**src/rtl/lsag_pkg.sv**
```systemverilog
package lsag_pkg;

    parameter int ADDR_W   = 20;
    parameter int HALF_W   = 20;
    parameter int DISP_W   = 10;
    parameter int MODE_LSB = 10;
    parameter int MODE_W   = 3;
    parameter int DIR_BIT  = 13;
    parameter int HEAD_W   = DIR_BIT + 1;

    typedef logic [ADDR_W-1:0] addr_t;

    typedef enum logic [MODE_W-1:0] {
        AM_ABS   = 3'd0,
        AM_STACK = 3'd1,
        AM_INDEX = 3'd2,
        AM_BAD   = 3'd7
    } amode_e;

    typedef enum logic {
        LS_IDLE = 1'b0,
        LS_WAIT = 1'b1
    } ls_state_e;

    typedef struct packed {
        amode_e              kind;
        logic                is_store;
        addr_t               abs_addr;
        logic [DISP_W-1:0]   disp;
    } lsag_op_t;

    typedef struct packed {
        addr_t addr;
        addr_t next_sp;
        logic  sp_upd;
        logic  is_store;
    } lsag_req_t;

    function automatic addr_t sext_disp(input logic [DISP_W-1:0] d);
        return addr_t'({{(ADDR_W-DISP_W){d[DISP_W-1]}}, d});
    endfunction

endpackage

```
**src/rtl/lsag_decode.sv**
```systemverilog
module lsag_decode
    import lsag_pkg::*;
(
    input  logic [HEAD_W-1:0] op_head,
    input  logic [HALF_W-1:0] op_tail,
    output lsag_op_t          op
);
    logic [MODE_W-1:0] mode_bits;

    assign mode_bits = op_head[MODE_LSB +: MODE_W];

    always_comb begin
        op.is_store = op_head[DIR_BIT];
        op.disp     = op_head[DISP_W-1:0];
        op.abs_addr = op_tail[ADDR_W-1:0];
        case (mode_bits)
            AM_ABS:   op.kind = AM_ABS;
            AM_STACK: op.kind = AM_STACK;
            AM_INDEX: op.kind = AM_INDEX;
            default:  op.kind = AM_BAD;
        endcase
    end
endmodule

```
**src/rtl/lsag_agen.sv**
```systemverilog
module lsag_agen
    import lsag_pkg::*;
(
    input  lsag_op_t  op,
    input  addr_t     sp_in,
    input  addr_t     ix_in,
    output lsag_req_t req
);
    addr_t sp_dec;
    addr_t sp_inc;
    addr_t ix_sum;

    assign sp_dec = sp_in - addr_t'(1);
    assign sp_inc = sp_in + addr_t'(1);
    assign ix_sum = ix_in + sext_disp(op.disp);

    always_comb begin
        req          = '0;
        req.is_store = op.is_store;
        case (op.kind)
            AM_ABS: begin
                req.addr = op.abs_addr;
            end
            AM_STACK: begin
                req.sp_upd = 1'b1;
                if (op.is_store) begin
                    req.addr    = sp_dec;
                    req.next_sp = sp_dec;
                end else begin
                    req.addr    = sp_in;
                    req.next_sp = sp_inc;
                end
            end
            AM_INDEX: begin
                req.addr = ix_sum;
            end
            default: begin
                req.addr = '0;
            end
        endcase
    end
endmodule

```
**src/rtl/lsag_ctrl.sv**
```systemverilog
module lsag_ctrl
    import lsag_pkg::*;
(
    input  logic      clk,
    input  logic      rst,
    input  logic      op_valid,
    input  logic      bad_mode,
    input  lsag_req_t req_in,
    input  logic      mem_ack,
    output logic      op_ready,
    output logic      mem_req,
    output addr_t     mem_addr,
    output logic      mem_write,
    output logic      done,
    output logic      illegal_mode,
    output logic      sp_wr_en,
    output addr_t     sp_wr_data
);
    ls_state_e state;
    lsag_req_t hold;

    always_ff @(posedge clk) begin
        if (rst) begin
            state        <= LS_IDLE;
            hold         <= '0;
            done         <= 1'b0;
            illegal_mode <= 1'b0;
            sp_wr_en     <= 1'b0;
            sp_wr_data   <= '0;
        end else begin
            done         <= 1'b0;
            illegal_mode <= 1'b0;
            sp_wr_en     <= 1'b0;
            case (state)
                LS_IDLE: begin
                    if (op_valid) begin
                        if (bad_mode) begin
                            illegal_mode <= 1'b1;
                        end else begin
                            hold  <= req_in;
                            state <= LS_WAIT;
                        end
                    end
                end
                LS_WAIT: begin
                    if (mem_ack) begin
                        done       <= 1'b1;
                        sp_wr_en   <= hold.sp_upd;
                        sp_wr_data <= hold.next_sp;
                        state      <= LS_IDLE;
                    end
                end
                default: state <= LS_IDLE;
            endcase
        end
    end

    assign op_ready  = (state == LS_IDLE);
    assign mem_req   = (state == LS_WAIT);
    assign mem_addr  = hold.addr;
    assign mem_write = hold.is_store;

    AST_REQ_HOLD: assert property (@(posedge clk) disable iff (rst)
        (mem_req && !mem_ack) |=> (mem_req && $stable(mem_addr) && $stable(mem_write)));
    AST_DONE_AFTER_ACK: assert property (@(posedge clk) disable iff (rst)
        done |-> $past(mem_req && mem_ack));
    AST_BUSY_WHILE_REQ: assert property (@(posedge clk) disable iff (rst)
        mem_req |-> !op_ready);
    AST_ILLEGAL_QUIET: assert property (@(posedge clk) disable iff (rst)
        illegal_mode |-> (!mem_req && !sp_wr_en && !done));
    AST_SPWR_WITH_DONE: assert property (@(posedge clk) disable iff (rst)
        sp_wr_en |-> done);
    AST_DONE_SINGLE: assert property (@(posedge clk) disable iff (rst)
        done |=> !done);
endmodule

```
**src/rtl/ls_addr_unit.sv**
```systemverilog
module ls_addr_unit
    import lsag_pkg::*;
(
    input  logic              clk,
    input  logic              rst,
    input  logic              op_valid,
    output logic              op_ready,
    input  logic [HEAD_W-1:0] op_head,
    input  logic [HALF_W-1:0] op_tail,
    input  logic [ADDR_W-1:0] sp_in,
    input  logic [ADDR_W-1:0] ix_in,
    output logic              mem_req,
    output logic [ADDR_W-1:0] mem_addr,
    output logic              mem_write,
    input  logic              mem_ack,
    output logic              done,
    output logic              illegal_mode,
    output logic              sp_wr_en,
    output logic [ADDR_W-1:0] sp_wr_data
);
    lsag_op_t  dec_op;
    lsag_req_t gen_req;
    logic      bad_mode;

    lsag_decode i_decode (
        .op_head (op_head),
        .op_tail (op_tail),
        .op      (dec_op)
    );

    lsag_agen i_agen (
        .op    (dec_op),
        .sp_in (sp_in),
        .ix_in (ix_in),
        .req   (gen_req)
    );

    assign bad_mode = (dec_op.kind == AM_BAD);

    lsag_ctrl i_ctrl (
        .clk          (clk),
        .rst          (rst),
        .op_valid     (op_valid),
        .bad_mode     (bad_mode),
        .req_in       (gen_req),
        .mem_ack      (mem_ack),
        .op_ready     (op_ready),
        .mem_req      (mem_req),
        .mem_addr     (mem_addr),
        .mem_write    (mem_write),
        .done         (done),
        .illegal_mode (illegal_mode),
        .sp_wr_en     (sp_wr_en),
        .sp_wr_data   (sp_wr_data)
    );
endmodule

```
**config.mk**
```make
export PLATFORM = sky130hd
export DESIGN_NAME = ls_addr_unit
export DESIGN_NICKNAME = d
export VERILOG_FILES = /design/src/rtl/lsag_pkg.sv /design/src/rtl/lsag_decode.sv /design/src/rtl/lsag_agen.sv /design/src/rtl/lsag_ctrl.sv /design/src/rtl/ls_addr_unit.sv
export SDC_FILE = /design/constraint.sdc
export NUM_CORES = 1
export LEC_CHECK = 0
export BUFFER_PORTS_ARGS = -buffer_cell sky130_fd_sc_hd__buf_4
export CORE_UTILIZATION = 40
export CTS_BUF_LIST = sky130_fd_sc_hd__clkbuf_16
export DETAILED_ROUTE_END_ITERATION = 6
export GPL_TIMING_DRIVEN = 0
export SLEW_MARGIN = 20
export SYNTH_ARGS = -nofsm -noshare
export SYNTH_HDL_FRONTEND = slang
export SYNTH_HIERARCHICAL = 1
export SYNTH_SLANG_ARGS = --single-unit
```
**constraint.sdc**
```tcl
create_clock -name clk -period 4.6 [get_ports clk]
set_input_delay 0 -clock clk [delete_from_list [all_inputs] [get_ports clk]]
set_output_delay 0 -clock clk [all_outputs]
set_load 0.01 [all_outputs]
```
Word level (Yosys, flattened, before mapping) --
Index checks and enable logic that the tools add are counted.
Cells by class: $add $sub $neg 3, bitwise gates (word level) 4, reductions and logical operators 7, equal/unequal tests 5, muxes and demuxes 10
Operators with widths (number):
- $pmux W20 S3 | 1
- $mux W40 | 1
- $mux W21 | 1
- $add A20 B1 Y20 const B | 1
- $add A20 B20 Y20 | 1
- $sub A20 B1 Y20 const B | 1
- $pmux W3 S3 | 1
- $eq A3 B1 Y1 const B | 2
- $eq A3 B2 Y1 const B | 2
- $logic_not A3 Y1 | 2
- $reduce_or A3 Y1 | 2
- $mux W1 | 5
- $not A1 Y1 | 4
- $eq A3 B3 Y1 const B | 1
- $reduce_and A3 Y1 | 1
- $pmux W1 S2 | 1
- $reduce_and A2 Y1 | 1
- $reduce_or A2 Y1 | 1
Word-level totals: input bits 78, output and inout port bits 46, flip-flop bits (word level) 66, word-level logic and storage cells 38

Depth between registers and ports, before layout --
Gate-level depths: netlist of run 1.
depth in word-level cells 6, gate-level depth with buffers 11, mapped depth without buffers 10

Hierarchy --
The synthesis of run 1 kept the hierarchy.
Modules (own cells, without submodules):
- lsag_ctrl | seq. area each 1321.3 sq um, area each 3062.9 sq um, instances 1, cells each 306
- lsag_agen | seq. area each 0.0 sq um, area each 2377.3 sq um, instances 1, cells each 345
- lsag_decode | seq. area each 0.0 sq um, area each 254.0 sq um, instances 1, cells each 34
- ls_addr_unit | seq. area each 0.0 sq um, area each 6.3 sq um, instances 1, cells each 1

Least setup slack after synthesis of run 1 --
No wires, ideal clock.
path type input to register, from input op_head[0], to register i_ctrl.hold (netlist bit i_ctrl/mem_addr[18]), cell stages on the path 11, library setup time 0.072 ns, slack 2.475 ns, arrival time 2.053 ns, buffers on the path 1, data required time 4.528 ns, cell sequence buf_4 ha_1 fa_1 a21o_1 a311o_1 a211oi_1 o41ai_1 xnor2_1 o21ai_0 nand2b_1 mux2i_1
RTL lines:
- start: declaration | RTL line ls_addr_unit.sv:8 | input logic [HEAD_W-1:0] op_head,
- end signal: assignment | RTL line lsag_ctrl.sv:40 | hold <= req_in;
- end: declaration | RTL line lsag_ctrl.sv:20 | lsag_req_t hold;

==> results of run 1 <==
routing by layer:
layer  wire (um)  vias to the layer above  global-route usage (%)
met4         235                        0                    6.40
met5           0                        -                       0
met3         809                       18                    3.43
met1        7090                     2336                    29.0
li1            -                     2524                       -
met2        6950                      137                    33.3
tightest hold or removal path: stages:
cell     delay (ns)
buf_2          0.14
a21bo_2        0.13
a21oi_1        0.05
Yosys cell counts (3+ instances only):
cell / n
buf_4: 53
a22oi_1: 7
ha_1: 23
o21ai_1: 4
xor2_1: 17
o21ai_0: 19
o221ai_1: 3
or3_1: 4
nor3_1: 10
buf_12: 4
a31oi_1: 4
clkbuf_1: 20
a21o_1: 5
and3_1: 8
buf_6: 8
inv_1: 10
nand2b_1: 87
xnor2_1: 34
buf_2: 12
o22a_1: 4
a21bo_2: 20
nand4_1: 6
nand3_1: 27
nand2_1: 31
a221o_1: 3
mux2i_1: 48
dfxtp_1: 66
nor2_1: 55
a21oi_1: 44
state kept, by name, summed over array words and instances (netlist names):
| signal | cells |
|---|---|
| i_ctrl/mem_addr | 20 |
| i_ctrl/illegal_mode | 1 |
| i_ctrl/done | 1 |
| i_ctrl/mem_req | 1 |
| i_ctrl/sp_wr_en | 1 |
| i_ctrl/mem_write | 1 |
| i_ctrl/hold | 21 |
| i_ctrl/sp_wr_data | 20 |
worst paths after layout:
kind | endpoint | slack [ns] | cells past startpoint | startpoint
worst max register to register | i_ctrl/mem_addr[3]$_SDFFE_PP0P_ | 3.27 | 5 | i_ctrl/mem_req$_SDFF_PP0_
worst min-delay path | i_ctrl/sp_wr_data[7]$_SDFFE_PP0P_ | 0.04 | 3 | mem_ack
worst max-delay path | i_ctrl/mem_addr[14]$_SDFFE_PP0P_ | 2.45 | 11 | ix_in[0]
worst min register to register | i_ctrl/sp_wr_data[7]$_SDFFE_PP0P_ | 0.47 | 2 | i_ctrl/hold[9]$_SDFFE_PP0P_
per-stage QoR:
step           hold slack [ns]  utilization [%]  cell area (um^2)  power, mW
3_3_place_gp             0.277             47.1              6530       1.01
3_5_place_dp             0.280             47.1              6530       1.01
6_report                0.0446             49.3              6840       1.67
4_1_cts                 0.0249             49.3              6840       1.69
2_1_floorplan            0.156                -              5700      0.894
5_1_grt                 0.0394             49.3              6840       1.75
logic make-up (layout without fill, tap and decap cells):
| kind of cell | Yosys count | in the layout | synth area share (%) |
|---|---|---|---|
| AOI/OAI and AO/OA | 138 | 138 | 17.0 |
| adders and majority gates | 24 | 24 | 5.40 |
| and+or+nand+nor | 252 | 252 | 25.2 |
| buffers and inverters | 107 | 205 | 13.0 |
| xor gates and xnor gates | 51 | 51 | 7.84 |
| muxes | 48 | 48 | 8.43 |
| DFF | 66 | 66 | 23.2 |
report_power, final:
group          switching (mW)  internal (mW)
sequential            0.00421          0.579
combinational           0.222          0.194
clock                   0.253          0.417
total                   0.479           1.19
layout make-up:
class	instances	area share [%]
Inverter	10	0.549
Clock inverter	7	0.988
Tap cell	180	3.29
Timing Repair Buffer	82	9.04
Clock buffer	9	3.29
Sequential cell	66	19.3
Buffer	97	10.3
Multi-Input combinational cell	513	53.2
layout by cell type, fill, tap and decap left out, drive strengths merged, types with 2 or more instances in the layout:
cell | Yosys | routed
a2111oi | 2 | 2
a211oi | 3 | 3
a21bo | 21 | 21
a21o | 6 | 6
a21oi | 44 | 44
a221o | 3 | 3
a22oi | 7 | 7
a2bb2oi | 2 | 2
a31oi | 4 | 4
and2 | 2 | 2
and3 | 8 | 8
buf | 77 | 158
clkbuf | 20 | 29
clkinv | 0 | 3
clkinvlp | 0 | 2
dfxtp | 66 | 66
ha | 23 | 23
inv | 10 | 11
mux2i | 48 | 48
nand2 | 31 | 31
nand2b | 87 | 87
nand3 | 27 | 27
nand3b | 2 | 2
nand4 | 7 | 7
nor2 | 55 | 55
nor2b | 2 | 2
nor3 | 10 | 10
nor4 | 4 | 4
nor4b | 3 | 3
o21ai | 23 | 23
o221ai | 3 | 3
o22a | 4 | 4
o31ai | 2 | 2
o41ai | 2 | 2
or2 | 2 | 2
or3 | 5 | 5
or4 | 4 | 4
xnor2 | 34 | 34
xor2 | 17 | 17
==> flow_metrics.tcl, run 1 <==
set metrics [dict create \
    outcome "finished clean" \
    worstSetupPathType "in2reg" \
    avgRoutedWirePerCell_um 15.6 \
    grt_overflow 0 \
    die_h_um 121 \
    yosysUniqueCellTypes 69 \
    yosys_warnings 6 \
    grt_setup_unrepaired "false" \
    fin_tns_setup_ns 0 \
    register_area_um2 1320 \
    post_cts_resized 0 \
    diodes 0 \
    clock-sinks 66 \
    max_stage_delay_ns 0.42 \
    grt_usage_pct 21.0 \
    antenna_found_initial 0 \
    core-area_um2 13900 \
    period_share_pct 46.8 \
    pre_cts_ws_ns 2.12 \
    finalCriticalPeriod_ns 2.15 \
    synthesis.area_um2 5700 \
    critPathBufInv 1 \
    p_per_area_nw_per_um2 244 \
    vias_per_cell 5.20 \
    worstPathRequired_ns 4.86 \
    grt_pass1_wl_um 23800 \
    cts_tree "built" \
    root_buffer "clkbuf_16" \
    synth.avg_cell_area_um2 8.31 \
    syn_nets 788 \
    min_path_type "in2reg" \
    finalNonFillerCells 964 \
    grt_max_degree 13 \
    crit_family "compound AO/OA/AOI/OAI gates" \
    path_max_fanout 3 \
    clock_latency_ns 0.33 \
    ctsHoldBuffers 1 \
    yosysSeqAreaShare_pct 23.2 \
    ys_top_cells_by_area "dfxtp_1 23%, nand2b_1 9.5%, mux2i_1 8.4%, buf_4 7.0%, xnor2_1 5.2%" \
    ir_drop_mv 0.162 \
    p_leak_nw 2.81 \
    post_cts_buffers 0 \
    multi_input_area_um2 3640 \
    critical_path_arrival_ns 2.41 \
    drive_gt1_share_pct 26.5 \
    areaGrowthSynthToFinish_pct 19.9 \
    async_flop_share_pct 0 \
    ctsHtreeMaxLevel 3 \
    ios 124 \
    slew_violations 0 \
    n_fill_cell 1401 \
    first_iter_violations 299 \
    yosysTopAreaCellShare_pct 23.2 \
    relSlewSlack_pct 40.1 \
    grt_pass1_vias 4680 \
    cp_slowest_cell "fa_1" \
    die_width_um 121 \
    synth.ff_latch_count 66 \
    max_cap_viol_count 0 \
    final_hold_viol_count 0 \
    synthCells 686 \
    die_area_um2 14700 \
    setup_viol 0 \
    dpl.cell_count 947 \
    nets 881 \
    via_count 5015 \
    first_pass_iters 4 \
    port_buffers 81 \
    postRouteAntennaNets 0 \
    placementRows 43 \
    cp-end-kind "flip-flop" \
    cts_buffers 9 \
    clkTransAtPathRegs_ns 0.06 \
    worstSetupStartpointType "input pin" \
    cp_cell_sequence "buf_4, ha_1, fa_1, a21o_1, a311o_1, a211oi_1, nor2_1, xnor2_1, o21ai_0, nand2b_1, mux2i_1" \
    routed_wl_um 15100 \
    worst_slack_ns 2.45 \
    route.detailed.drc 0 \
    start_util_pct 41.1 \
    fin_skew_ns 0.00863 \
    synth_edf_count 0 \
    synthFlopType "dfxtp_1" \
    place.gp.congestion 0.907 \
    dpl.hpwl_um 12500 \
    clockBufferDepth 2 \
    max_freq_mhz 464 \
    worst_slew_pin_slew_ns 0.886 \
    synth_top_area_cell "dfxtp_1" \
]
(Power assumes the default switching activity.)
==> inputs of run 2 (changes only) <==
- ABC_AREA: unset -> 1
- clock period: 4.6 -> 2 ns (I/O delays scaled with it)
==> run 2 against run 1 <==
Effect of this change:
- first-iteration DRC count is 28% higher
- largest power group unchanged
- worst hold slack worse by 0.019 ns
- wire length is 15% higher
- highest routed layer unchanged
- global-route usage is 2.5 points higher
- synthesized cell count is 46% higher
- combinational power grew to 3.1 times the previous value
==> flow_metrics.tcl, run 2 <==
set metrics [dict create \
    r2r_end "i_ctrl/mem_req$_SDFF_PP0_" \
    synth_top_area_cell "dfxtp_1" \
    finalNonFillerCells 1290 \
    async_flop_share_pct 0 \
    synthFlopType "dfxtp_1" \
    fin_tns_setup_ns 0 \
    critical_path_arrival_ns 2.13 \
    path_max_fanout 10 \
    ir_drop_mv 0.383 \
    port_buffers 84 \
    cts_tree "built" \
    clockBufferDepth 2 \
    avgRoutedWirePerCell_um 13.4 \
    r2r_slack_ns 0.35 \
    mostFrequentLayoutCell "nand2_1" \
    areaGrowthSynthToFinish_pct 20.4 \
    place.gp.congestion 0.928 \
    root_buffer "clkbuf_16" \
    grt_overflow 0 \
    final_hold_viol_count 0 \
    ctsHtreeMaxLevel 3 \
    synth_edf_count 0 \
    placementRows 44 \
    max_freq_mhz 529 \
    cp-end-kind "flip-flop" \
    yosysTopAreaCellShare_pct 22.4 \
    period_share_pct 94.6 \
    clkTransAtPathRegs_ns 0.06 \
    largest_reg_flops 21 \
    clock_latency_ns 0.34 \
    vias_per_cell 4.86 \
    dpl_cell_area_um2 6770 \
    grt_setup_unrepaired "false" \
    syn_nets 1104 \
    rr_startpoint "i_ctrl/mem_req$_SDFF_PP0_" \
    yosys.cell_count.top_type "nand2_1" \
    first_pass_iters 7 \
    postRouteAntennaNets 0 \
    via_count 6265 \
    fin_skew_ns 0.00461 \
    largest-register "i_ctrl/hold" \
    grt_pass1_wl_um 27400 \
    core-area_um2 14500 \
    reg2reg_depth 6 \
    grt_pass1_vias 5396 \
    finalCriticalPeriod_ns 1.89 \
    route.detailed.drc 0 \
    worstSetupStartpointType "input pin" \
    p_leak_nw 3.64 \
    synthesis.area_um2 5900 \
    yosysSeqAreaShare_pct 22.4 \
    yosys_warnings 6 \
    start_util_pct 40.8 \
    setup_viol 0 \
    outcome "finished clean" \
    register_area_um2 1320 \
    slew_violations 0 \
    ys_top_cells_by_area "dfxtp_1 22%, nand2_1 17%, nor2_1 12%, buf_4 7.5%, inv_1 6.2%" \
    worst_slew_pin_slew_ns 0.555 \
    relSlewSlack_pct 63.0 \
    die_area_um2 15300 \
    nets 1204 \
    antenna_found_initial 0 \
    min_path_type "in2reg" \
    grt_usage_pct 23.6 \
    max_cap_viol_count 0 \
    synth.avg_cell_area_um2 5.89 \
    die_width_um 123 \
    ios 124 \
    worstSetupPathType "in2reg" \
    dpl.cell_count 1270 \
    p_per_area_nw_per_um2 600 \
    yosysUniqueCellTypes 42 \
    post_cts_buffers 0 \
    clock-sinks 66 \
    dpl.hpwl_um 13900 \
    diodes 0 \
    multi_input_area_um2 3560 \
    routed_wl_um 17300 \
    final_cell_mix "266 x nand2_1, 193 x nor2_1, 143 x buf_4" \
    synth.ff_latch_count 66 \
    design_area_um2 7110 \
    min_path_cells 5 \
    drive_gt1_share_pct 20.6 \
    worstPathRequired_ns 2.23 \
    grt_max_degree 12 \
    cts_buffers 9 \
    n_fill_cell 1600 \
    holdPathEnd "i_ctrl/mem_addr[9]$_SDFFE_PP0P_" \
    synthCells 1002 \
    first_iter_violations 384 \
    synth_common_cells "266 x nand2_1, 193 x nor2_1, 97 x inv_1, 66 x dfxtp_1, 62 x nand3_1" \
    die_h_um 123 \
    hold_start "op_tail[9]" \
]
## run 2: cell types whose count changed after synthesis, sizes merged, moves of 9 or more
| cell | previous run | this run |
|---|---|---|
| nand3 | 27 | 68 |
| mux2i | 48 | 0 |
| nor2 | 55 | 208 |
| nand2b | 87 | 0 |
| nand2 | 31 | 275 |
| o21ai | 23 | 52 |
| xor2 | 17 | 8 |
| inv | 10 | 107 |
| a21bo | 21 | 0 |
| xnor2 | 34 | 2 |
## run 2: worst max-delay path, cell delays in order
cell and delay, ns:
dlygate4sd3_1 0.55, buf_4 0.15, buf_2 0.17, inv_1 0.17
clkbuf_4 0.26, clkbuf_4 0.26, ha_1 0.26, nand2_1 0.08
nand3_1 0.08, nor2_1 0.10, nor2_1 0.05
## run 2: kinds of logic (layout without fill, tap and decap cells)
group	after synthesis	after routing	share of synthesized area [%]
AO/OA/AOI/OAI	115	115	10.4
flip-flops	66	66	22.4
XOR/XNOR	10	10	1.48
AND/OR/NAND/NOR	586	586	43.1
adder cells (fa/ha/maj)	24	24	5.21
buffers and inverters	201	305	17.4
## run 2: final cells by class
cell class | count | area share [%]
flip-flops and latches | 66 | 18.6
well taps | 184 | 3.24
clock inverters | 6 | 0.845
multi-input cells | 735 | 50.1
repair buffers | 89 | 9.58
plain buffers | 90 | 8.64
inverters | 111 | 5.86
clock buffers | 9 | 3.17
## run 2: routing by layer
metal	track usage (%)	share of wire, %
met1	34.1	50
met2	35.3	43
met3	4.52	5.9
met4	6.17	1.5
met5	0	0
## run 2: per-stage QoR
step | total power [mW] | util (%) | hold WS (ns) | worst slack, ns
6_report | 4.27 | 49.1 | 0.0252 | 0.108
3_3_place_gp | 2.74 | 46.7 | 0.205 | 0.0474
3_5_place_dp | 2.74 | 46.7 | 0.209 | 0.0684
4_1_cts | 4.31 | 49.0 | 0.0160 | 0.0356
5_1_grt | 4.55 | 49.1 | 0.0550 | 0.0201
2_1_floorplan | 2.34 | - | 0.0691 | 0.406
## run 2: timing repair
action,in CTS,in global routing
setup endpoints to repair,0,2
hold buffers,5,0
endpoints found under the hold margin,6,0
resized for setup,0,4
## run 2: worst max path at each step
| stage | endpoint | from | slack (ns) |
|---|---|---|---|
| after floorplan | i_ctrl/mem_addr[8]$_SDFFE_PP0P_ | op_head[0] | 0.41 |
| after global placement | i_ctrl/mem_addr[14]$_SDFFE_PP0P_ | op_head[12] | 0.05 |
| after detailed placement | i_ctrl/mem_addr[14]$_SDFFE_PP0P_ | op_head[12] | 0.07 |
| after CTS | i_ctrl/mem_addr[0]$_SDFFE_PP0P_ | op_head[13] | 0.04 |
| after global routing | i_ctrl/mem_addr[0]$_SDFFE_PP0P_ | op_head[13] | 0.02 |
| final | i_ctrl/mem_addr[0]$_SDFFE_PP0P_ | op_head[13] | 0.11 |
## run 2: where the power goes
group          switching (mW)  internal (mW)  total [mW]
logic                   0.738          0.529        1.27
registers              0.0493           1.42        1.47
clock network           0.583          0.949        1.53
total                    1.37           2.89        4.27
==> inputs of run 3 (changes only) <==
- CORE_UTILIZATION: 40 -> 53
- PLACE_DENSITY: unset -> 0.78
==> run 3 against run 2 <==
Effect of this change:
- die area is 24% lower
- design area is 0.67% lower
- wire length is 2.0% lower
- core utilization is 16 points higher
- total power is 3.5% higher
- global-route usage is 6.6 points higher
- via count is 3.4% higher
- sequential share of layout area is 0.13 points higher
- clock power is 9.8% higher
- clock skew is 0.0044 ns higher
- maximum frequency is 11% higher
- highest routed layer is now met5
==> flow_metrics.tcl, run 3 (synthesis results as in run 2) <==
set metrics [dict create \
    worstSetupPathType "in2reg" \
    mostFrequentLayoutCell "nand2_1" \
    first_pass_iters 5 \
    nets 1202 \
    n_fill_cell 1091 \
    routed_wl_um 17000 \
    grt_pass1_vias 5715 \
    final_cell_mix "266 x nand2_1, 193 x nor2_1, 143 x buf_4" \
    cp_cell_sequence "buf_4, ha_1, fa_1, nand3_1, nand3_1, nand2_1, nand2_1, nand3_1, nand3b_1, nand3_1, nand3_1, nor2_1, nor2_1" \
    via_count 6478 \
    antenna_found_initial 1 \
    worstPathRequired_ns 2.23 \
    largest_reg_flops 21 \
    root_buffer "clkbuf_16" \
    finalCriticalPeriod_ns 1.70 \
    grt_usage_pct 30.2 \
    outcome "finished clean" \
    cp-end-kind "flip-flop" \
    ctsHtreeMaxLevel 3 \
    ios 124 \
    design_area_um2 7060 \
    worstSetupStartpointType "input pin" \
    fin_util_pct 65.1 \
    p_leak_nw 3.64 \
    diodes 0 \
    reg2reg_depth 6 \
    fin_skew_ns 0.00901 \
    areaGrowthSynthToFinish_pct 19.6 \
    fin_tns_setup_ns 0 \
    final_hold_viol_count 0 \
    max_freq_mhz 589 \
    place.gp.congestion 0.979 \
    cp_slowest_cell "fa_1" \
    crit_family "simple AND/OR/NAND/NOR gates" \
    relSlewSlack_pct 64.5 \
    avgRoutedWirePerCell_um 13.6 \
    start_util_pct 54.5 \
    worst_slew_pin_slew_ns 0.532 \
    ir_drop_mv 0.522 \
    critical_path_arrival_ns 1.93 \
    grt_setup_unrepaired "false" \
    core-area_um2 10800 \
    clkTransAtPathRegs_ns 0.05 \
    dpl_cell_area_um2 6710 \
    max_stage_delay_ns 0.45 \
    p_per_area_nw_per_um2 626 \
    first_iter_violations 586 \
    max_cap_viol_count 0 \
    placementRows 38 \
    grt_overflow 0 \
    fin_hold_ws_ns 0.0133 \
    die_width_um 108 \
    clock_latency_ns 0.33 \
    path_max_fanout 4 \
    period_share_pct 84.9 \
    clockBufferDepth 2 \
    postRouteAntennaNets 0 \
    cts_tree "built" \
    grt_max_degree 13 \
    grt_pass1_wl_um 27100 \
    dpl.hpwl_um 13400 \
    min_path_type "in2reg" \
    post_cts_resized 0 \
    path_common_cell "nand3_1" \
    critical_path_depth 13 \
    vias_per_cell 5.20 \
    min_path_cells 5 \
    clock-sinks 66 \
    slew_violations 0 \
    critPathBufInv 1 \
    die_area_um2 11600 \
    drive_gt1_share_pct 20.6 \
    setup_viol 0 \
    cts_buffers 9 \
    route.detailed.drc 0 \
    largest-register "i_ctrl/hold" \
    die_h_um 108 \
    port_buffers 84 \
]
==> run 3: final cells by class <==
cell class                 count  area (um^2)  area share, %
tap                          140          175           2.48
inverter                     111          417           5.90
clock inverter                 7         93.8           1.33
timing repair buffer          87          661           9.36
clock buffer                   9          225           3.19
multi-input combinational    735         3560           50.4
sequential                    66         1320           18.7
buffer                        90          608           8.61
==> run 3: power by group <==
group	internal, mW	switching [mW]
clock	1.09	0.589
combinational	0.526	0.746
sequential	1.42	0.0497
total	3.03	1.38
==> run 3: path summary, 6_finish.rpt <==
kind	start	end	slack, ns
worst max register to register	i_ctrl/mem_req$_SDFF_PP0_	i_ctrl/hold[20]$_SDFFE_PP0P_	0.72
worst min-delay path	op_tail[0]	i_ctrl/mem_addr[0]$_SDFFE_PP0P_	0.01
worst max-delay path	ix_in[0]	i_ctrl/mem_addr[14]$_SDFFE_PP0P_	0.30
worst min register to register	i_ctrl/hold[1]$_SDFFE_PP0P_	i_ctrl/sp_wr_en$_SDFF_PP0_	0.47
==> run 3: through the flow <==
| stage | setup slack (ns) | power (mW) | instances |
|---|---|---|---|
| 2_1_floorplan | 0.406 | 2.34 | 1002 |
| 3_3_place_gp | 0.0315 | 2.72 | 1226 |
| 3_5_place_dp | 0.0271 | 2.73 | 1226 |
| 4_1_cts | 0.369 | 4.43 | 1245 |
| 5_1_grt | 0.197 | 4.66 | 1245 |
| 6_report | 0.303 | 4.42 | 1245 |
==> run 3: timing repair <==
item	in CTS	in global routing
buffers inserted	0	0
hold buffers	3	0
endpoints found under the hold margin	4	0
==> run 3: worst register-to-register path: stages (launching register included) <==
cell and delay, ns:
dfxtp_1 0.33, inv_2 0.09, nand3_2 0.10, buf_6 0.16, buf_4 0.17, nor2_1 0.24, nor2_1 0.09
==> run 3: per-layer routing <==
layer / vias to the layer above / wire length [um] / global-route usage, %
met3: 39 / 1430 / 5.27
met1: 2843 / 7560 / 40.5
met4: 2 / 439 / 11.2
met5: - / 12 / 0
met2: 295 / 7510 / 48.1
li1: 3299 / - / -
